$ cat src/rtl/dual_dac_pkg.sv
package dual_dac_pkg;
  localparam int WORD_W = 16;
  localparam int CTRL_W = 4;
  localparam int DATA_W = WORD_W - CTRL_W;
  localparam int NCH    = 2;

  // action field values; per-channel codes are base + channel index
  localparam logic [CTRL_W-1:0] ACT_NOP      = 4'h0;
  localparam logic [CTRL_W-1:0] ACT_STAGE    = 4'h1;
  localparam logic [CTRL_W-1:0] ACT_STAGE_UP = 4'h3;
  localparam logic [CTRL_W-1:0] ACT_COPY     = 4'h9;
  localparam logic [CTRL_W-1:0] ACT_COPY_ALL = 4'hF;

  typedef struct packed {
    logic ld_stage;
    logic ld_out;
    logic cp_out;
  } ch_act_t;
endpackage

$ cat src/rtl/dual_dac_rstsync.sv
module dual_dac_rstsync (
  input  logic clk,
  input  logic rst_n,
  output logic rst_n_sync
);
  logic [1:0] rst_q;

  always_ff @(posedge clk or negedge rst_n) begin
    if (!rst_n) rst_q <= 2'b00;
    else        rst_q <= {rst_q[0], 1'b1};
  end

  assign rst_n_sync = rst_q[1];
endmodule

$ cat src/rtl/dual_dac_sync.sv
module dual_dac_sync #(
  parameter int           W       = 3,
  parameter int           STAGES  = 2,
  parameter logic [W-1:0] RST_VAL = '0
) (
  input  logic         clk,
  input  logic         rst_n,
  input  logic [W-1:0] d,
  output logic [W-1:0] q
);
  logic [W-1:0] stg_q [STAGES];

  for (genvar s = 0; s < STAGES; s++) begin : g_stage
    logic [W-1:0] stg_n;
    if (s == 0) begin : g_first
      assign stg_n = d;
    end else begin : g_next
      assign stg_n = stg_q[s-1];
    end
    always_ff @(posedge clk or negedge rst_n) begin
      if (!rst_n) stg_q[s] <= RST_VAL;
      else        stg_q[s] <= stg_n;
    end
  end

  assign q = stg_q[STAGES-1];
endmodule

$ cat src/rtl/dual_dac_shift.sv
module dual_dac_shift
  import dual_dac_pkg::*;
(
  input  logic              clk,
  input  logic              rst_n,
  input  logic              sck_s,
  input  logic              cs_s,
  input  logic              sdi_s,
  output logic [WORD_W-1:0] word,
  output logic              frame_vld,
  output logic              sck_fall,
  output logic              sdo
);
  localparam int              CNT_W   = $clog2(WORD_W + 2);
  localparam logic [CNT_W-1:0] CNT_MAX = CNT_W'(WORD_W + 1);
  localparam logic [CNT_W-1:0] CNT_FULL = CNT_W'(WORD_W);

  logic              sck_d, cs_d;
  logic              sck_rise, cs_rise;
  logic [WORD_W-1:0] sh_q, sh_n;
  logic              sh_en;
  logic [CNT_W-1:0]  cnt_q, cnt_n;
  logic              vld_q, vld_n;
  logic              sdo_q, sdo_n;
  logic              sdo_en;

  // edge detection on synchronized pins
  always_ff @(posedge clk or negedge rst_n) begin
    if (!rst_n) begin
      sck_d <= 1'b0;
      cs_d  <= 1'b1;
    end else begin
      sck_d <= sck_s;
      cs_d  <= cs_s;
    end
  end

  assign sck_rise = sck_s & ~sck_d;
  assign sck_fall = ~sck_s & sck_d;
  assign cs_rise  = cs_s & ~cs_d;

  always_comb begin
    sh_en  = sck_rise & ~cs_s;
    sh_n   = {sh_q[WORD_W-2:0], sdi_s};
    if (cs_s)                            cnt_n = '0;
    else if (sh_en && cnt_q != CNT_MAX)  cnt_n = cnt_q + 1'b1;
    else                                 cnt_n = cnt_q;
    vld_n  = cs_rise && (cnt_q == CNT_FULL);
    sdo_en = sck_fall & ~cs_s;
    sdo_n  = sh_q[WORD_W-1];
  end

  always_ff @(posedge clk or negedge rst_n) begin
    if (!rst_n) begin
      sh_q  <= '0;
      cnt_q <= '0;
      vld_q <= 1'b0;
      sdo_q <= 1'b0;
    end else begin
      if (sh_en)  sh_q  <= sh_n;
      cnt_q <= cnt_n;
      vld_q <= vld_n;
      if (sdo_en) sdo_q <= sdo_n;
    end
  end

  assign word      = sh_q;
  assign frame_vld = vld_q;
  assign sdo       = sdo_q;
endmodule

$ cat src/rtl/dual_dac_decode.sv
module dual_dac_decode
  import dual_dac_pkg::*;
(
  input  logic                vld,
  input  logic [CTRL_W-1:0]   op,
  output ch_act_t [NCH-1:0]   act
);
  for (genvar ch = 0; ch < NCH; ch++) begin : g_ch
    localparam logic [CTRL_W-1:0] C_STAGE = CTRL_W'(ACT_STAGE + ch);
    localparam logic [CTRL_W-1:0] C_UP    = CTRL_W'(ACT_STAGE_UP + ch);
    localparam logic [CTRL_W-1:0] C_COPY  = CTRL_W'(ACT_COPY + ch);
    logic ld_stage, ld_out, cp_out;
    assign ld_stage = vld && (op == C_STAGE || op == C_UP);
    assign ld_out   = vld && (op == C_UP);
    assign cp_out   = vld && (op == C_COPY || op == ACT_COPY_ALL);
    assign act[ch]  = {ld_stage, ld_out, cp_out};
  end
endmodule

$ cat src/rtl/dual_dac_chan.sv
module dual_dac_chan
  import dual_dac_pkg::*;
#(
  parameter int RES = 12
) (
  input  logic           clk,
  input  logic           rst_n,
  input  ch_act_t        act,
  input  logic [RES-1:0] din,
  output logic [RES-1:0] stage_code,
  output logic [RES-1:0] out_code
);
  logic [RES-1:0] stage_q, stage_n;
  logic [RES-1:0] out_q, out_n;
  logic           stage_en, out_en;

  always_comb begin
    stage_en = act.ld_stage;
    stage_n  = din;
    out_en   = act.ld_out | act.cp_out;
    out_n    = act.ld_out ? din : stage_q;
  end

  always_ff @(posedge clk or negedge rst_n) begin
    if (!rst_n) begin
      stage_q <= '0;
      out_q   <= '0;
    end else begin
      if (stage_en) stage_q <= stage_n;
      if (out_en)   out_q   <= out_n;
    end
  end

  assign stage_code = stage_q;
  assign out_code   = out_q;
endmodule

$ cat src/rtl/dual_dac_ctrl.sv
module dual_dac_ctrl
  import dual_dac_pkg::*;
#(
  parameter int RES       = 12,
  parameter int SYNC_STGS = 2
) (
  input  logic           clk,
  input  logic           rst_n,
  input  logic           sck,
  input  logic           cs_n,
  input  logic           sdi,
  output logic           sdo,
  output logic [RES-1:0] dac_a,
  output logic [RES-1:0] dac_b
);
  logic              rst_n_i;
  logic [2:0]        pins_s;
  logic              sck_s, cs_s, sdi_s;
  logic [WORD_W-1:0] word;
  logic              frame_vld;
  logic              sck_fall;
  logic [RES-1:0]    code;
  ch_act_t [NCH-1:0] act;
  logic [RES-1:0]    stage_codes [NCH];
  logic [RES-1:0]    out_codes   [NCH];

  dual_dac_rstsync i_rst (
    .clk        (clk),
    .rst_n      (rst_n),
    .rst_n_sync (rst_n_i)
  );

  dual_dac_sync #(.W(3), .STAGES(SYNC_STGS), .RST_VAL(3'b010)) i_sync (
    .clk   (clk),
    .rst_n (rst_n_i),
    .d     ({sck, cs_n, sdi}),
    .q     (pins_s)
  );
  assign {sck_s, cs_s, sdi_s} = pins_s;

  dual_dac_shift i_shift (
    .clk       (clk),
    .rst_n     (rst_n_i),
    .sck_s     (sck_s),
    .cs_s      (cs_s),
    .sdi_s     (sdi_s),
    .word      (word),
    .frame_vld (frame_vld),
    .sck_fall  (sck_fall),
    .sdo       (sdo)
  );

  dual_dac_decode i_dec (
    .vld (frame_vld),
    .op  (word[WORD_W-1 -: CTRL_W]),
    .act (act)
  );

  assign code = word[DATA_W-1 -: RES];

  for (genvar ch = 0; ch < NCH; ch++) begin : g_chan
    dual_dac_chan #(.RES(RES)) i_chan (
      .clk        (clk),
      .rst_n      (rst_n_i),
      .act        (act[ch]),
      .din        (code),
      .stage_code (stage_codes[ch]),
      .out_code   (out_codes[ch])
    );
  end

  assign dac_a = out_codes[0];
  assign dac_b = out_codes[1];
endmodule

$ cat config.mk
export PLATFORM = sky130hd
export DESIGN_NAME = dual_dac_ctrl
export DESIGN_NICKNAME = d
export VERILOG_FILES = /design/src/rtl/dual_dac_pkg.sv /design/src/rtl/dual_dac_rstsync.sv /design/src/rtl/dual_dac_sync.sv /design/src/rtl/dual_dac_shift.sv /design/src/rtl/dual_dac_decode.sv /design/src/rtl/dual_dac_chan.sv /design/src/rtl/dual_dac_ctrl.sv
export SDC_FILE = /design/constraint.sdc
export NUM_CORES = 1
export LEC_CHECK = 0
export BUFFER_PORTS_ARGS = -buffer_cell sky130_fd_sc_hd__buf_2
export CAP_MARGIN = 20
export CORE_ASPECT_RATIO = 0.9
export CORE_MARGIN = 2
export CORE_UTILIZATION = 49
export CTS_BUF_LIST = sky130_fd_sc_hd__clkbuf_8 sky130_fd_sc_hd__clkbuf_16
export CTS_CLUSTER_SIZE = 12
export DETAILED_ROUTE_END_ITERATION = 8
export HOLD_SLACK_MARGIN = 0.05
export PLACE_DENSITY = 0.65
export SYNTH_ARGS = -nofsm -noshare
export SYNTH_HDL_FRONTEND = slang
export SYNTH_HIERARCHICAL = 1
export SYNTH_SLANG_ARGS = --single-unit
$ cat constraint.sdc
create_clock -name clk -period 3.2 [get_ports clk]
set_input_delay 0.32 -clock clk [delete_from_list [all_inputs] [get_ports clk]]
set_output_delay 0.32 -clock clk [all_outputs]
set_load 0.01 [all_outputs]
### Word-level counts from Yosys, hierarchy flattened

Cells that the tools add are included.

* add/sub/neg operators: 1
* equal/unequal tests: 9
* muxes and demuxes: 4
* bitwise logic cells: 11
* reductions and logical operators: 13

Operators by type and width (number)
* 2-to-1 mux 12 bit: 2
* equality test 4 bit (second input constant): 3
* 2-to-1 mux 5 bit: 2
* equality test 4 x 2 -> 1 bit (second input constant): 2
* logical AND 1 bit: 8
* adder 5 x 1 -> 5 bit (second input constant): 1
* AND 1 bit: 5
* equality test 5 bit (second input constant): 1
* inequality test 5 bit (second input constant): 1
* equality test 4 x 1 -> 1 bit (second input constant): 1
* equality test 4 x 3 -> 1 bit (second input constant): 1
* logical OR 1 bit: 4
* NOT 1 bit: 4
* bitwise OR 1 bit: 2
* nonzero test 2 bit: 1

* flip-flop bits (word level): 81
* input bits: 5
* output and inout port bits: 25
* word-level logic and storage cells: 51

### Depth between registers and ports, before layout

Gate-level depths: netlist of the first run.

* word-level depth: 6
* gate-level depth with buffers: 6
* gate-level depth less buffers: 5

### By module

The synthesis of the first run kept the hierarchy.

By module, submodules not included
* dual_dac_chan: instances 2, cells each 76, area an instance 993.5 sq um, seq. area each 600.6 sq um
* dual_dac_shift: instances 1, cells each 107, area an instance 1038.5 sq um, seq. area each 626.9 sq um
* dual_dac_sync: instances 1, cells each 6, area an instance 152.6 sq um, seq. area each 152.6 sq um
* dual_dac_decode: instances 1, cells each 16, area an instance 125.1 sq um, seq. area each 0.0 sq um
* dual_dac_rstsync: instances 1, cells each 3, area an instance 53.8 sq um, seq. area each 50.0 sq um

### Worst setup path after synthesis of the first run

No wires, ideal clock.

* path type: flip-flop to flip-flop
* start: register i_shift.sh_q[12] (netlist: i_shift/word[12])
* end: register g_chan[1].i_chan.stage_q[0]
* library setup time: 125 ps
* arrival: 1493 ps
* required time: 3075 ps
* slack: 1582 ps
* stages on the path, launching flop included: 6
* buffers on the path: 2
* period minus slack after synthesis: 1618 ps
* cells stage by stage: dfrtp_1 > or3b_1 > nor2_1 > buf_4 > buf_4 > mux2_2

* longest elaborated chain between the ends: 3
* elaborated cells between the ends (all ways): 4
* those cells by class: eq/ne: 2; reduce/logical: 2

RTL lines
* from (decl): RTL line dual_dac_shift.sv:20 `logic [WORD_W-1:0] sh_q, sh_n;`
* from (signal assigned): RTL line dual_dac_shift.sv:60 `if (sh_en) sh_q <= sh_n;`
* equality test 4 x 2 -> 1 bit / equality test 4 x 3 -> 1 bit (equally long branches): RTL line dual_dac_decode.sv:13 `assign ld_stage = vld && (op == C_STAGE || op == C_UP);`
* logical OR 1 bit (*): RTL line dual_dac_decode.sv:13
* logical AND 1 bit (*): RTL line dual_dac_decode.sv:13
* named net i_dec.g_ch[1].ld_stage: RTL line dual_dac_decode.sv:12 `logic ld_stage, ld_out, cp_out;`
* to (signal assigned): RTL line dual_dac_chan.sv:29 `if (stage_en) stage_q <= stage_n;`
* to (decl): RTL line dual_dac_chan.sv:13 `logic [RES-1:0] stage_q, stage_n;`

Mark *: on every way through the listed nets, which the timed path passes. The rest lies on a longest branch.
A chain may end at the register's enable or synchronous reset.

==> results_dict.tcl, run 1 <==
set metrics [dict create \
    status "finished clean" \
    fin_crit_ns 2.19 \
    grt_use_total_pct 17.8 \
    critical_path_class "flop to flop" \
    routed_wl_um 5930 \
    port_buffers 29 \
    grt_pass1_vias 2078 \
    synth_cell_types 34 \
    cp.required_ns 3.37 \
    ys_warn_count 6 \
    synth.yosys.seq_area_share_pct 60.5 \
    crit_chain "and4bb_2 > and2_1 > o21ai_0" \
    n_antenna_cell 0 \
    htree_levels 3 \
    regArea_um2 2030 \
    drt_iter0_drc 172 \
    fin_util_pct 57.3 \
    startpoint "i_shift/word[14]" \
    clock_latency_ns 0.35 \
    hp-class "input pin to flop" \
    synthTopCellsByCount "dfrtp_1 (78), nand2_1 (74), mux2_2 (25)" \
    timing.fmax_ghz 0.456 \
    fin_skew_ns 0.0136 \
    p_leak_nw 1.86 \
    slew_violations 0 \
    start_util_pct 50.7 \
    dp.cells 390 \
    drive_gt1_share_pct 26.7 \
    wl_per_cell_um 14.5 \
    min_period_over_period_pct 68.5 \
    synth_nets 292 \
    cp-start-kind "flop" \
    multi_input_area_um2 1190 \
    crit_buf_inv 0 \
    critPathMaxFanout 24 \
    antenna_found_initial 0 \
    synth_flop_cell "dfrtp_1" \
    cts_inserted_buffers 9 \
    r2r_start "i_shift/word[14]" \
    rsz0062_at_grt "false" \
    arrival_ns 2.37 \
    synth_top_area_share_pct 58.1 \
    power.density_nw_per_um2 542 \
    syn_inst 284 \
    cts_tree "built" \
    crit_path_end_kind "flop" \
    final_antenna_net_count 0 \
    synth_area_leaders "dfrtp_1 (58%), mux2_2 (8.4%), nand2_1 (8.3%)" \
    die_area_um2 7530 \
    slowest_stage "and2_1" \
    max_stage_delay_ns 0.73 \
    grt_pass1_wl_um 10200 \
    overflow 0 \
    gp_congestion 0.786 \
    vdd_drop_max_uv 309 \
    grt_max_degree 80 \
    die_w_um 91.2 \
    tightest_slew_ns 0.981 \
    drtPass1Iterations 4 \
    hold_buffers 2 \
    vias 2051 \
    rows 28 \
    yosysMostFrequentCell "dfrtp_1" \
    die_h_um 82.5 \
    ys_async_sr_fraction_pct 100 \
    coreArea_um2 6620 \
    dp_hpwl_um 3810 \
    final_nets 321 \
    viasPerCell 5.03 \
    max-cap-violations 0 \
    synth_seq_cells 81 \
    io_pins 30 \
    setup_viol 0 \
    areaGrowthSynthToFinish_pct 13.1 \
    avgSynthCellArea_um2 11.8 \
    cp_top_family "simple AND/OR/NAND/NOR gates" \
    root_buffer "clkbuf_8" \
    ctsResizeCount 0 \
    fin_cells 408 \
    worstHoldStart "sck" \
    clock_sinks 81 \
    path_clk_slew_ns 0.08 \
    synth_edf_count 0 \
    clock_path_buffers 2 \
    netlist_area_um2 3360 \
    hold_violations 0 \
    fillCellCount 573 \
    cts_setup_buffers 0 \
    tns_ns 0 \
    relSlewSlack_pct 34.6 \
    yosys.area.top_type "dfrtp_1" \
    drc 0 \
]
worst reg2reg max path, delay by kind of cell (launching register included):
family | cells | cell delay (ns)
AOI/OAI and AO/OA | 1 | 0.25
DFF | 1 | 0.46
and+or+nand+nor | 2 | 1.31
placed cells by master, fill, tap and decap left out, drive strengths merged, types with 3 or more instances in the layout:
cell type and instances:
o21ai 28, inv 5, clkbuf 10, nand2 74, dfstp 3, ha 3, mux2 25, dfrtp 78
buf 33, bufinv 3, mux2i 24
power breakdown:
| part | internal [W] | switching (W) |
|---|---|---|
| Sequential | 0.00106 | 0.0000736 |
| Combinational | 0.0000192 | 0.0000222 |
| Clock | 0.000537 | 0.000347 |
| Total | 0.00161 | 0.000443 |
stage by stage:
step	total power, W	area [um2]	setup slack (ns)	hold WS, ns
2_1_floorplan	0.00115	3360	0.782	0.0244
3_3_place_gp	0.00119	3530	1.15	0.105
3_5_place_dp	0.00119	3530	1.10	0.110
4_1_cts	0.00208	3800	1.00	0.0541
5_1_grt	0.00215	3800	0.814	0.0545
6_report	0.00206	3800	1.01	0.0714
registers in the layout, indices dropped and copies added, names as in the netlist:
name / count
g_chan.i_chan/out_code: 24
g_chan.i_chan/stage_code: 24
i_shift/word: 16
i_shift/cnt_q: 5
i_sync/g_stage.stg_n: 3
i_sync/q: 3
i_rst/rst_q: 2
i_shift/cs_d: 1
i_shift/frame_vld: 1
i_shift/sck_d: 1
i_shift/sdo: 1
logic make-up (layout without fill, tap and decap cells):
| logic type | after synthesis | count (layout) | synth area share, % |
|---|---|---|---|
| AND/OR/NAND/NOR | 94 | 94 | 12.8 |
| buffers and inverters | 21 | 55 | 3.95 |
| other | 1 | 1 | 0.112 |
| adder cells (fa/ha/maj) | 3 | 3 | 1.12 |
| multiplexers | 49 | 49 | 15.5 |
| XOR/XNOR | 2 | 2 | 0.522 |
| flip-flops | 81 | 81 | 60.5 |
| AO/OA/AOI/OAI | 33 | 33 | 5.44 |
routing by layer:
layer | global-route usage [%] | vias to the layer above | wire [um]
li1 | - | 1010 | -
met1 | 24.9 | 999 | 3040
met2 | 26.6 | 36 | 2580
met3 | 5.35 | 6 | 242
met4 | 6.52 | 0 | 66
met5 | 0 | - | 0
layout make-up:
| type | instances | share of cell area [%] |
|---|---|---|
| clock buffer | 10 | 3.63 |
| clock inverter | 6 | 2.83 |
| inverter | 4 | 0.396 |
| multi-input combinational | 182 | 31.4 |
| sequential | 81 | 53.6 |
| tap | 90 | 2.97 |
| timing repair buffer | 35 | 5.14 |
worst paths after layout:
check | slack [ns] | to | depth (start not counted)
setup / recovery | 1.01 | g_chan[0].i_chan/out_code[0] | 3
hold / removal | 0.07 | i_sync/g_stage[1].stg_n[2] | 1
setup reg to reg | 1.01 | g_chan[0].i_chan/out_code[0] | 3
hold reg to reg | 0.35 | i_sync/q[2] | 0
max in group asynchronous | 2.06 | i_shift/cnt_q[1] | 0
min in group asynchronous | 0.27 | i_rst/rst_q[1] | 2
Power figures use the tool's default switching activity.
==> inputs of run 2 (changes only) <==
- clock period: 3.2 -> 2.1 ns (I/O delays scaled with it)
==> results_dict.tcl, run 2 (synthesis results as in run 1) <==
set metrics [dict create \
    fin_cells 413 \
    cp-start-kind "flop" \
    arrival_ns 1.91 \
    clock_sinks 81 \
    grt_max_degree 47 \
    clock_path_buffers 2 \
    hold_ws_ns 0.167 \
    cts_setup_buffers 0 \
    grt_use_total_pct 17.1 \
    dpl_cell_area_um2 3570 \
    die_w_um 91.2 \
    slew_violations 0 \
    die_h_um 82.5 \
    min_period_over_period_pct 79.9 \
    cts_inserted_buffers 9 \
    crit_chain "xnor2_1 > and4_2 > mux2i_1 > o21ai_2" \
    vdd_drop_max_uv 719 \
    clock_latency_ns 0.35 \
    root_buffer "clkbuf_8" \
    coreArea_um2 6620 \
    status "finished clean" \
    tns_ns 0 \
    final_nets 326 \
    port_buffers 29 \
    viasPerCell 5.05 \
    mostFrequentLayoutCell "dfrtp_1" \
    io_pins 30 \
    power.density_nw_per_um2 789 \
    crit_path_end_kind "flop" \
    tightest_slew_ns 0.649 \
    dp.cells 393 \
    dp_hpwl_um 3900 \
    final_antenna_net_count 0 \
    drive_gt1_share_pct 27.2 \
    critPathMaxFanout 12 \
    p_leak_nw 1.87 \
    drtPass1Iterations 4 \
    cp.required_ns 2.34 \
    fin_skew_ns 0.00899 \
    use_met2_pct 25.5 \
    grt.met1_usage_pct 23.6 \
    relSlewSlack_pct 56.2 \
    hp-class "input pin to asynchronous set/reset pin" \
    rows 28 \
    drt_iter0_drc 172 \
    die_area_um2 7530 \
    antenna_found_initial 0 \
    htree_levels 3 \
    gp_congestion 0.771 \
    grt_pass1_vias 1988 \
    layout_common_cells "dfrtp_1 (77), nand2_1 (74), buf_2 (29), mux2_2 (25), mux2i_1 (24)" \
    grtUsageMet3_pct 6.17 \
    wl_per_cell_um 14.2 \
    hold_violations 0 \
    drc 0 \
    max-cap-violations 0 \
    fin_crit_ns 1.68 \
    areaGrowthSynthToFinish_pct 14.0 \
    critical_path_class "flop to flop" \
    overflow 0 \
    start_util_pct 50.7 \
    setup_viol 0 \
    cts_tree "built" \
    grt_pass1_wl_um 9830 \
    path_clk_slew_ns 0.07 \
    rsz0062_at_grt "false" \
    final_area_um2 3830 \
    max_stage_delay_ns 0.55 \
    timing.fmax_ghz 0.596 \
    routed_wl_um 5860 \
    n_antenna_cell 0 \
    vias 2086 \
    grt-busiest-layer "met2" \
    slowest_stage "and4_2" \
]
[run 2: area by class of cell]
cell class	count	area (um2)
tap	90	113
multi-input combinational	182	1190
clock buffer	10	138
clock inverter	6	82.6
fill	566	2800
timing repair buffer	40	250
sequential	81	2030
inverter	4	15.0
[run 2: critical path: cells and delay by family, from the launching register on]
| family | cells | cell delay [ns] |
|---|---|---|
| mux | 1 | 0.27 |
| flops | 1 | 0.45 |
| compound gates | 1 | 0.06 |
| simple gates | 1 | 0.55 |
| xor+xnor | 1 | 0.23 |
[run 2: repair_timing]
item / 4_1_cts / 5_1_grt
hold buffers: 4 / 0
endpoints found under the hold margin: 5 / 0
resized for setup: 0 / 0
[run 2: layer usage]
metal,wire [um],part of all wire [%],vias to the layer above
li1,-,-,1027
met1,2980,51,1018
met2,2560,44,33
met3,245,4.2,8
met4,74,1.3,0
met5,0,0,-
[run 2: final timing paths]
kind | from | to | slack, ns | cells past startpoint
max | i_shift/word[13] | g_chan[0].i_chan/out_code[3] | 0.42 | 4
min | rst_n | i_rst/rst_q[1] | 0.17 | 2
max reg2reg | i_shift/word[13] | g_chan[0].i_chan/out_code[3] | 0.42 | 4
min reg2reg | i_rst/rst_q[1] | g_chan[0].i_chan/stage_code[3] | 0.27 | 0
max in group asynchronous | i_rst/rst_q[1] | g_chan[1].i_chan/stage_code[0] | 1.24 | 1
min in group clk | i_sync/g_stage[1].stg_n[2] | i_sync/q[2] | 0.35 | 0
[run 2: metrics by stage]
| step | power, W | utilization (%) | setup slack (ns) |
|---|---|---|---|
| floorplan | 0.00176 | - | 0.482 |
| global placement | 0.00181 | 53.9 | 0.453 |
| detailed placement | 0.00182 | 53.9 | 0.438 |
| CTS | 0.00307 | 57.8 | 0.427 |
| global route | 0.00315 | 57.8 | 0.330 |
| finish | 0.00302 | 57.8 | 0.422 |
[run 2: power breakdown]
part           internal [W]  switching, W
combinational     0.0000356     0.0000504
sequential          0.00161     0.0000947
clock              0.000695      0.000530
total               0.00234      0.000675
